==> src/rtl/mxc_pkg.sv <==
// Package mxc_pkg
// Holds the types and constants shared by the dual-mode engine.
// Assumes a fixed 3x3 geometry; data widths are parameters of the modules.
package mxc_pkg;

    // Side length of the coefficient matrix and of the convolution window.
    localparam int N  = 3;
    // Number of coefficients and multipliers.
    localparam int NK = N * N;

    // Operating mode selected at the block's edge.
    typedef enum logic {
        MODE_MATRIX = 1'b0,
        MODE_CONV   = 1'b1
    } mxc_mode_e;

endpackage

==> src/rtl/mxc_coef_bank.sv <==
// Module mxc_coef_bank
// Nine signed coefficient registers with a single write port.
// Assumes addresses at or above NK are simply not decoded.
module mxc_coef_bank
    import mxc_pkg::*;
#(
    parameter int CW = 10,
    parameter int AW = 4
) (
    input  logic                 clk,
    input  logic                 rst_n,
    input  logic                 wr_en,
    input  logic [AW-1:0]        wr_addr,
    input  logic signed [CW-1:0] wr_data,
    output logic signed [CW-1:0] coef [NK]
);

    logic signed [CW-1:0] coef_q [NK];

    for (genvar k = 0; k < NK; k++) begin : g_reg
        // Load one coefficient when its index is addressed.
        always_ff @(posedge clk) begin
            if (!rst_n) begin
                coef_q[k] <= '0;
            end else if (wr_en && wr_addr == AW'(k)) begin
                coef_q[k] <= wr_data;
            end
        end

        assign coef[k] = coef_q[k];

        // an addressed write lands in the register.
        a_r8_load: assert property (@(posedge clk) disable iff (!rst_n)
            (wr_en && wr_addr == AW'(k)) |=> (coef_q[k] == $past(wr_data)));

        // a register not addressed keeps its value.
        a_r9_hold: assert property (@(posedge clk) disable iff (!rst_n)
            (!wr_en || wr_addr != AW'(k)) |=> $stable(coef_q[k]));
    end

endmodule

==> src/rtl/mxc_window.sv <==
// Module mxc_window
// Input stage: captures each sample and keeps a column shift register
// for the convolution window. It steers the operands of the nine
// multipliers by mode. It assumes flush is high in the cycle in which
// the mode differs from the previous cycle.
module mxc_window
    import mxc_pkg::*;
#(
    parameter int DW = 10
) (
    input  logic                 clk,
    input  logic                 rst_n,
    input  logic                 flush,
    input  mxc_mode_e            mode,
    input  logic                 in_valid,
    input  logic signed [DW-1:0] in_px [N],
    output logic                 win_vld,
    output mxc_mode_e            win_mode,
    output logic signed [DW-1:0] opnd [NK]
);

    localparam int FW = $clog2(N + 1);

    // col_q[s][r]: stage s (0 = newest column), row r.
    logic signed [DW-1:0] col_q [N][N];
    logic [FW-1:0]        fill_q, fill_base, fill_nx;
    logic                 vld_q;
    mxc_mode_e            mode_q;

    // Column count after this cycle's shift, restarted by a flush.
    always_comb begin
        fill_base = flush ? '0 : fill_q;
        fill_nx   = fill_base;
        if (mode == MODE_CONV && in_valid && fill_base != FW'(N)) begin
            fill_nx = fill_base + 1'b1;
        end else if (mode == MODE_MATRIX) begin
            fill_nx = '0;
        end
    end

    // Capture the sample and shift older columns in convolution mode.
    always_ff @(posedge clk) begin
        if (!rst_n) begin
            for (int s = 0; s < N; s++) begin
                for (int r = 0; r < N; r++) begin
                    col_q[s][r] <= '0;
                end
            end
        end else begin
            for (int r = 0; r < N; r++) begin
                if (in_valid) begin
                    col_q[0][r] <= in_px[r];
                end else if (flush) begin
                    col_q[0][r] <= '0;
                end
                for (int s = 1; s < N; s++) begin
                    if (in_valid && mode == MODE_CONV) begin
                        col_q[s][r] <= flush ? '0 : col_q[s-1][r];
                    end else if (flush) begin
                        col_q[s][r] <= '0;
                    end
                end
            end
        end
    end

    // Track the fill level, the stage valid flag and the stage mode.
    always_ff @(posedge clk) begin
        if (!rst_n) begin
            fill_q <= '0;
            vld_q  <= 1'b0;
            mode_q <= MODE_MATRIX;
        end else begin
            fill_q <= fill_nx;
            vld_q  <= in_valid && (mode == MODE_MATRIX || fill_nx == FW'(N));
            mode_q <= mode;
        end
    end

    // Route the pixel for row r, column c to multiplier r*N+c.
    always_comb begin
        for (int r = 0; r < N; r++) begin
            for (int c = 0; c < N; c++) begin
                opnd[r*N + c] = (mode_q == MODE_MATRIX) ? col_q[0][c]
                                                        : col_q[N-1-c][r];
            end
        end
    end

    assign win_vld  = vld_q;
    assign win_mode = mode_q;

    // a matrix-mode sample is always accepted.
    a_r3_accept: assert property (@(posedge clk) disable iff (!rst_n)
        (in_valid && mode == MODE_MATRIX) |=> vld_q);

    // a convolution result needs a full window.
    a_r4_full: assert property (@(posedge clk) disable iff (!rst_n)
        (vld_q && mode_q == MODE_CONV) |-> (fill_q == FW'(N)));

    // a mode change with no sample empties the window.
    a_r10_empty: assert property (@(posedge clk) disable iff (!rst_n)
        (flush && mode == MODE_CONV && !in_valid) |=> (fill_q == '0));

endmodule

==> src/rtl/mxc_mul_array.sv <==
// Module mxc_mul_array
// Nine registered signed multipliers: product k is operand k times
// coefficient k. A flush clears the stage valid flag.
module mxc_mul_array
    import mxc_pkg::*;
#(
    parameter int DW = 10,
    parameter int CW = 10
) (
    input  logic                          clk,
    input  logic                          rst_n,
    input  logic                          flush,
    input  logic                          in_vld,
    input  mxc_mode_e                     in_mode,
    input  logic signed [DW-1:0]          opnd [NK],
    input  logic signed [CW-1:0]          coef [NK],
    output logic                          prod_vld,
    output mxc_mode_e                     prod_mode,
    output logic signed [DW+CW-1:0]       prod [NK]
);

    localparam int PW = DW + CW;

    logic signed [PW-1:0] prod_q [NK];
    logic                 vld_q;
    mxc_mode_e            mode_q;

    for (genvar k = 0; k < NK; k++) begin : g_mul
        // Register one full-precision signed product.
        always_ff @(posedge clk) begin
            if (!rst_n) begin
                prod_q[k] <= '0;
            end else begin
                prod_q[k] <= PW'(opnd[k]) * PW'(coef[k]);
            end
        end
        assign prod[k] = prod_q[k];
    end

    // Carry the valid flag and mode along with the products.
    always_ff @(posedge clk) begin
        if (!rst_n) begin
            vld_q  <= 1'b0;
            mode_q <= MODE_MATRIX;
        end else begin
            vld_q  <= in_vld && !flush;
            mode_q <= in_mode;
        end
    end

    assign prod_vld  = vld_q;
    assign prod_mode = mode_q;

    // a mode change kills the work in this stage.
    a_r10_kill: assert property (@(posedge clk) disable iff (!rst_n)
        flush |=> !vld_q);

endmodule

==> src/rtl/mxc_sum_tree.sv <==
// Module mxc_sum_tree
// Four register stages: pair sums per lane, lane sums, a mode-dependent
// final add, and the saturating output register. Assumes N = 3, so each
// lane holds one pair and one single product.
module mxc_sum_tree
    import mxc_pkg::*;
#(
    parameter int PW = 20,
    parameter int OW = 20
) (
    input  logic                  clk,
    input  logic                  rst_n,
    input  logic                  flush,
    input  logic                  in_vld,
    input  mxc_mode_e             in_mode,
    input  logic signed [PW-1:0]  prod [NK],
    output logic                  out_vld,
    output logic signed [OW-1:0]  y [N]
);

    localparam int P1 = PW + 1;
    localparam int P2 = PW + 2;
    localparam int SW = PW + 4;
    localparam logic signed [SW-1:0] YMAX = {{(SW-OW+1){1'b0}}, {(OW-1){1'b1}}};
    localparam logic signed [SW-1:0] YMIN = {{(SW-OW+1){1'b1}}, {(OW-1){1'b0}}};

    logic signed [P1-1:0] pair_q [N];
    logic signed [PW-1:0] solo_q [N];
    logic signed [P2-1:0] lane_q [N];
    logic signed [SW-1:0] fin_d  [N];
    logic signed [SW-1:0] fin_q  [N];
    logic signed [OW-1:0] y_q    [N];
    logic                 vld_a, vld_b, vld_c, vld_o;
    mxc_mode_e            mode_a, mode_b;

    // Level 1: add the first two products of each lane, keep the third.
    always_ff @(posedge clk) begin
        if (!rst_n) begin
            for (int i = 0; i < N; i++) begin
                pair_q[i] <= '0;
                solo_q[i] <= '0;
            end
        end else begin
            for (int i = 0; i < N; i++) begin
                pair_q[i] <= P1'(prod[i*N]) + P1'(prod[i*N + 1]);
                solo_q[i] <= prod[i*N + 2];
            end
        end
    end

    // Level 2: complete each lane sum.
    always_ff @(posedge clk) begin
        if (!rst_n) begin
            for (int i = 0; i < N; i++) begin
                lane_q[i] <= '0;
            end
        end else begin
            for (int i = 0; i < N; i++) begin
                lane_q[i] <= P2'(pair_q[i]) + P2'(solo_q[i]);
            end
        end
    end

    // Final add: separate lanes in matrix mode, one total in convolution mode.
    always_comb begin
        for (int i = 0; i < N; i++) begin
            fin_d[i] = '0;
        end
        if (mode_b == MODE_MATRIX) begin
            for (int i = 0; i < N; i++) begin
                fin_d[i] = SW'(lane_q[i]);
            end
        end else begin
            for (int i = 0; i < N; i++) begin
                fin_d[0] = fin_d[0] + SW'(lane_q[i]);
            end
        end
    end

    // Register the final sums.
    always_ff @(posedge clk) begin
        if (!rst_n) begin
            for (int i = 0; i < N; i++) begin
                fin_q[i] <= '0;
            end
        end else begin
            for (int i = 0; i < N; i++) begin
                fin_q[i] <= fin_d[i];
            end
        end
    end

    // Output register: clamp each lane into the signed output range.
    always_ff @(posedge clk) begin
        if (!rst_n) begin
            for (int i = 0; i < N; i++) begin
                y_q[i] <= '0;
            end
        end else begin
            for (int i = 0; i < N; i++) begin
                if (fin_q[i] > YMAX) begin
                    y_q[i] <= YMAX[OW-1:0];
                end else if (fin_q[i] < YMIN) begin
                    y_q[i] <= YMIN[OW-1:0];
                end else begin
                    y_q[i] <= fin_q[i][OW-1:0];
                end
            end
        end
    end

    // Move the valid flag and mode through the four stages, clearing on flush.
    always_ff @(posedge clk) begin
        if (!rst_n) begin
            vld_a  <= 1'b0;
            vld_b  <= 1'b0;
            vld_c  <= 1'b0;
            vld_o  <= 1'b0;
            mode_a <= MODE_MATRIX;
            mode_b <= MODE_MATRIX;
        end else begin
            vld_a  <= in_vld && !flush;
            vld_b  <= vld_a && !flush;
            vld_c  <= vld_b && !flush;
            vld_o  <= vld_c && !flush;
            mode_a <= in_mode;
            mode_b <= mode_a;
        end
    end

    assign out_vld = vld_o;
    for (genvar i = 0; i < N; i++) begin : g_out
        assign y[i] = y_q[i];
    end

    // a mode change leaves nothing valid at the output on the next cycle.
    a_r10_drain: assert property (@(posedge clk) disable iff (!rst_n)
        flush |=> !vld_o);

endmodule

==> src/rtl/mxc_engine.sv <==
// Module mxc_engine (top)
// Dual-mode 3x3 engine: per-pixel colour matrixing or a sliding 3x3
// convolution over columns, sharing nine multipliers. The pipeline has six
// register stages. A change of mode flushes the work in flight and empties
// the window. Assumes the coefficient addresses 0..8 fit in AW bits.
module mxc_engine
    import mxc_pkg::*;
#(
    parameter int DW = 10,
    parameter int CW = 10,
    parameter int OW = 20,
    parameter int AW = 4
) (
    input  logic                 clk,
    input  logic                 rst_n,
    input  logic                 mode,
    input  logic                 in_valid,
    input  logic signed [DW-1:0] in_c0,
    input  logic signed [DW-1:0] in_c1,
    input  logic signed [DW-1:0] in_c2,
    input  logic                 cf_we,
    input  logic [AW-1:0]        cf_addr,
    input  logic signed [CW-1:0] cf_wdata,
    output logic                 out_valid,
    output logic signed [OW-1:0] out_y0,
    output logic signed [OW-1:0] out_y1,
    output logic signed [OW-1:0] out_y2
);

    localparam int PW = DW + CW;

    mxc_mode_e            mode_e, mode_q;
    logic                 flush;
    logic signed [DW-1:0] px   [N];
    logic signed [CW-1:0] coef [NK];
    logic signed [DW-1:0] opnd [NK];
    logic signed [PW-1:0] prod [NK];
    logic signed [OW-1:0] y    [N];
    logic                 win_vld, prod_vld;
    mxc_mode_e            win_mode, prod_mode;

    assign mode_e = mxc_mode_e'(mode);
    assign px[0]  = in_c0;
    assign px[1]  = in_c1;
    assign px[2]  = in_c2;

    // Remember the previous mode so that a change can be detected.
    always_ff @(posedge clk) begin
        if (!rst_n) begin
            mode_q <= MODE_MATRIX;
        end else begin
            mode_q <= mode_e;
        end
    end

    assign flush = (mode_e != mode_q);

    mxc_coef_bank #(.CW(CW), .AW(AW)) u_coef (
        .clk     (clk),
        .rst_n   (rst_n),
        .wr_en   (cf_we),
        .wr_addr (cf_addr),
        .wr_data (cf_wdata),
        .coef    (coef)
    );

    mxc_window #(.DW(DW)) u_win (
        .clk      (clk),
        .rst_n    (rst_n),
        .flush    (flush),
        .mode     (mode_e),
        .in_valid (in_valid),
        .in_px    (px),
        .win_vld  (win_vld),
        .win_mode (win_mode),
        .opnd     (opnd)
    );

    mxc_mul_array #(.DW(DW), .CW(CW)) u_mul (
        .clk       (clk),
        .rst_n     (rst_n),
        .flush     (flush),
        .in_vld    (win_vld),
        .in_mode   (win_mode),
        .opnd      (opnd),
        .coef      (coef),
        .prod_vld  (prod_vld),
        .prod_mode (prod_mode),
        .prod      (prod)
    );

    mxc_sum_tree #(.PW(PW), .OW(OW)) u_sum (
        .clk     (clk),
        .rst_n   (rst_n),
        .flush   (flush),
        .in_vld  (prod_vld),
        .in_mode (prod_mode),
        .prod    (prod),
        .out_vld (out_valid),
        .y       (y)
    );

    assign out_y0 = y[0];
    assign out_y1 = y[1];
    assign out_y2 = y[2];

    // every valid output traces back to a sample six edges earlier.
    a_r3_latency: assert property (@(posedge clk) disable iff (!rst_n)
        out_valid |-> $past(in_valid, 6));

endmodule

==> config.mk <==
export PLATFORM = sky130hd
export DESIGN_NAME = mxc_engine
export DESIGN_NICKNAME = d
export VERILOG_FILES = /design/src/rtl/mxc_pkg.sv /design/src/rtl/mxc_coef_bank.sv /design/src/rtl/mxc_window.sv /design/src/rtl/mxc_mul_array.sv /design/src/rtl/mxc_sum_tree.sv /design/src/rtl/mxc_engine.sv
export SDC_FILE = /design/constraint.sdc
export NUM_CORES = 2
export LEC_CHECK = 0
export BUFFER_PORTS_ARGS = -buffer_cell sky130_fd_sc_hd__clkbuf_2
export CAP_MARGIN = 30
export CORE_AREA = 2 2 408 410
export DETAILED_ROUTE_END_ITERATION = 12
export DIE_AREA = 0 0 410 412
export PLACE_DENSITY = 0.58
export SLEW_MARGIN = 5
export SYNTH_ARGS = -nofsm -noshare
export SYNTH_HDL_FRONTEND = slang
export SYNTH_HIERARCHICAL = 1
export SYNTH_SLANG_ARGS = --single-unit
==> constraint.sdc <==
create_clock -name clk -period 6.11 [get_ports clk]
set_input_delay 0.9165 -clock clk [delete_from_list [all_inputs] [get_ports clk]]
set_output_delay 0.9165 -clock clk [all_outputs]
set_load 0.005 [all_outputs]
==> impl_metrics.csv <==
group,metric,value,unit
timing,hold_viol,0,
timing,worst_slew_pin_slew,0.971,ns
worst_setup_path,crit_chain,"buf_12 -> buf_12 -> nand2b_1 -> nand2_1 -> and2_1 -> fa_1 -> inv_1 -> fa_1 -> inv_1 -> fa_1 -> fa_1 -> inv_1 -> fa_1 -> inv_1 -> ha_1 -> a211o_1 -> a21oi_2 -> o211ai_1 -> a21o_1 -> a2111oi_4 -> nor4_1 -> o21a_1",
global_routing,grt_use_total,20.9,%
floorplan,dieWidth,410,um
route,route.antenna.remaining_nets,0,
floorplan,io_pins,110,
timing,rsz0062_at_grt,"false",
cts,clkLatencyLatePin,0.71,ns
cts,clockBufferDepth,3,
synthesis,yosysMostFrequentCell,"inv_1",
synthesis,synth_top_area_share,25.9,%
worst_setup_path,crit_fanout,27,
power_and_ir_drop,peakVddDrop,0.262,mV
synthesis,ys_async_sr_fraction,0,%
timing,post-route-period-util,95.8,%
timing,tns,0,ns
synthesis,netlist_instances,7024,
layout,multi_input_area,43700,um^2
timing,fin_skew,0.0423,ns
layout,area_delta_synth_final,11.6,%
route,wl_per_cell,18.1,um
place,place_congestion,0.897,
worst_setup_path,cp_data_arrival_time,6.45,ns
floorplan,core,164000,um^2
route,vias,47300,
worst_setup_path,critPathKind,"register to register",
power_and_ir_drop,p_int,15.8,mW
floorplan,die_area,169000,um^2
timing,min_period,5.85,ns
cts,cts.sinks,690,
worst_setup_path,crit_path_end_kind,"register",
route,routed_via_density,4.95,
synthesis,yosys-top-cells-count,"inv_1 (1,270), fa_1 (848), nand2_1 (820)",
place,dpl_cell_area,70200,um^2
global_routing,grt_pass1_vias,48600,
synthesis,synth.distinct_cells,87,
timing,setup_viol,0,
power_and_ir_drop,p_sw_share,43.7,%
layout,layout-drive-gt1-share,8.44,%
power_and_ir_drop,power_frac_clock,18.2,%
worst_hold_path,whs_path_depth,1,
worst_setup_path,cp-start-kind,"register",
worst_hold_path,hold_path.class,"register to register",
power_and_ir_drop,leakage,36.4,nW
power_and_ir_drop,seqPwrFrac,23.3,%
synthesis,synthDominantAreaCellType,"fa_1",
timing,slew_headroom,35.3,%
route,dr.pass1.iters,5,
synthesis,synth-edff-count,240,
place,io_buffer_count,109,
worst_setup_path,ff2ff_path_depth,22,
timing,fin_ws,0.255,ns
floorplan,fp-row-count,149,
run_status,status,"completed",
place,place_ws,0.0952,ns
layout,final_area,73200,um^2
synthesis,ys_ff_latch,690,
route,drt-total-wl,173000,um
cts,tritoncts,"built",
timing,whs,0.399,ns
cts,htree_levels,3,
worst_setup_path,slowest_stage,"fa_1",
floorplan,start_util,39.9,%
worst_setup_path,cp.required,6.71,ns
timing,clock.fmax,0.171,GHz
cts,cts_root_buf,"clkbuf_16",
route,drt_iter0_drc,3224,
flow_run,drv_cap,0,
worst_setup_path,slowest_delay,0.56,ns
synthesis,ys_seq_area_share,24.7,%
global_routing,antenna_found_initial,25,
synthesis,synth_area_leaders,"fa_1 (26%), dfxtp_1 (14%), ha_1 (11%)",
synthesis,yosysWarnings,6,
synthesis,ys.flop_type,"dfxtp_1",
worst_setup_path,regToRegSetupSlack,0.26,ns
global_routing,grt_max_degree,153,
global_routing,grt-ovfl-total,0,
power_and_ir_drop,p_switching,12.2,mW
timing,drv_slew,0,
layout,fin_nets,8765,
cts,cts_buffers,83,
layout,seqCellArea,16200,um^2
synthesis,post_synth.cell_area_avg,9.33,um^2
route,drcViolationCount,0,
cts,path_clk_slew,0.06,ns
global_routing,grt_pass1_wl,277000,um
layout,fillers,15900,
cts,postCtsHoldBufs,0,
worst_setup_path,cp_common_cell,"fa_1",
power_and_ir_drop,cellPowerDensity,383,nW/um^2
place,hpwl,144000,um
power_and_ir_drop,p_comb_share,58.5,%
synthesis,synth_area,65500,um^2
floorplan,fp.dieH,412,um
-- cells in the final DEF, fill, tap and decap left out, drive strengths merged, types with 158 or more instances in the layout --
cell type  Yosys  final
and2         519    519
dfxtp        450    450
nand2        820    820
fa           848    848
inv         1271   1283
a21oi        201    201
clkbuf       231    212
ha           587    587
buf           39    275
nor2         352    352
edfxtp       240    240
o21ai        158    158
-- stage by stage --
| stage | util [%] | power, mW | cells |
|---|---|---|---|
| after global placement | 42.7 | 22.8 | 9380 |
| after CTS | 44.5 | 28.2 | 9537 |
| after detailed placement | 42.7 | 22.9 | 9383 |
| final | 44.5 | 28.0 | 9545 |
| after floorplan | - | 17.9 | 7083 |
| after global routing | 44.5 | 30.8 | 9539 |
-- path summary, 6_finish.rpt --
kind / from / end
max reg2reg: u_win/win_mode$_SDFF_PN0_ / u_mul/prod_q[5][17]$_SDFF_PN0_
min: u_mul/prod_q[8][11]$_SDFF_PN0_ / u_sum/solo_q[0][51]$_SDFF_PN0_
max: u_win/win_mode$_SDFF_PN0_ / u_mul/prod_q[5][17]$_SDFF_PN0_
min reg2reg: u_mul/prod_q[8][11]$_SDFF_PN0_ / u_sum/solo_q[0][51]$_SDFF_PN0_
-- worst max-delay path: cells and delay by family (launching register included) --
family | cells | cell delay, ns
flops | 1 | 0.38
compound gates | 6 | 1.40
buf+inv | 6 | 0.55
fa+ha+maj | 6 | 2.84
simple gates | 4 | 0.54
-- power groups by stage --
stage / logic (mW) / registers (mW) / clock network, mW
after floorplan: 11.7 / 6.15 / 0
after global placement: 16.1 / 6.65 / 0
after detailed placement: 16.3 / 6.65 / 0
after CTS: 16.4 / 6.56 / 5.26
after global routing: 18.7 / 6.63 / 5.44
final: 16.4 / 6.53 / 5.11
-- repair_timing --
| item | 4_1_cts | 5_1_grt |
|---|---|---|
| buffers inserted | 0 | 1 |
| setup endpoints to repair | 0 | 14 |
| gates resized for setup | 0 | 18 |
-- registers in the layout, summed over array words and instances (netlist names), 2 cells and up --
register and cells:
u_sum/lane_q 66, u_sum/pair_q 63, u_win/col_q 90, u_coef/coef_q 90, u_sum/solo_q 60, u_win/fill_q 2
u_sum/fin_q 68, u_mul/prod_q 180, u_sum/y_q 60
-- cells by family after synthesis --
| logic type | count (synthesis) | synth area share [%] |
|---|---|---|
| and+or+nand+nor | 2271 | 17.3 |
| buffers and inverters | 1549 | 9.02 |
| adders and majority gates | 1435 | 37.1 |
| AOI/OAI and AO/OA | 814 | 8.22 |
| DFF | 690 | 24.7 |
| xor gates and xnor gates | 222 | 2.97 |
| muxes | 42 | 0.651 |
| other | 1 | 0.00572 |
-- routing by layer --
layer | vias to the layer above | part of all wire, % | wire, um | track usage, %
li1 | 22600 | - | - | -
met5 | - | 0.066 | 114 | 0
met1 | 23100 | 46 | 80200 | 29.7
met3 | 261 | 6.6 | 11500 | 3.63
met2 | 1272 | 44 | 75400 | 32.5
met4 | 20 | 3.4 | 5880 | 6.64
-- final cells by class --
type                            instances  area share [%]
Clock buffer                          104            3.02
Multi-Input combinational cell       4844            59.7
Tap cell                             2189            3.74
Sequential cell                       690            22.2
Inverter                             1279            6.57
Timing Repair Buffer                  383            3.88
Antenna cell                            6          0.0205
Clock inverter                         50           0.860
(Power assumes the default switching activity.)
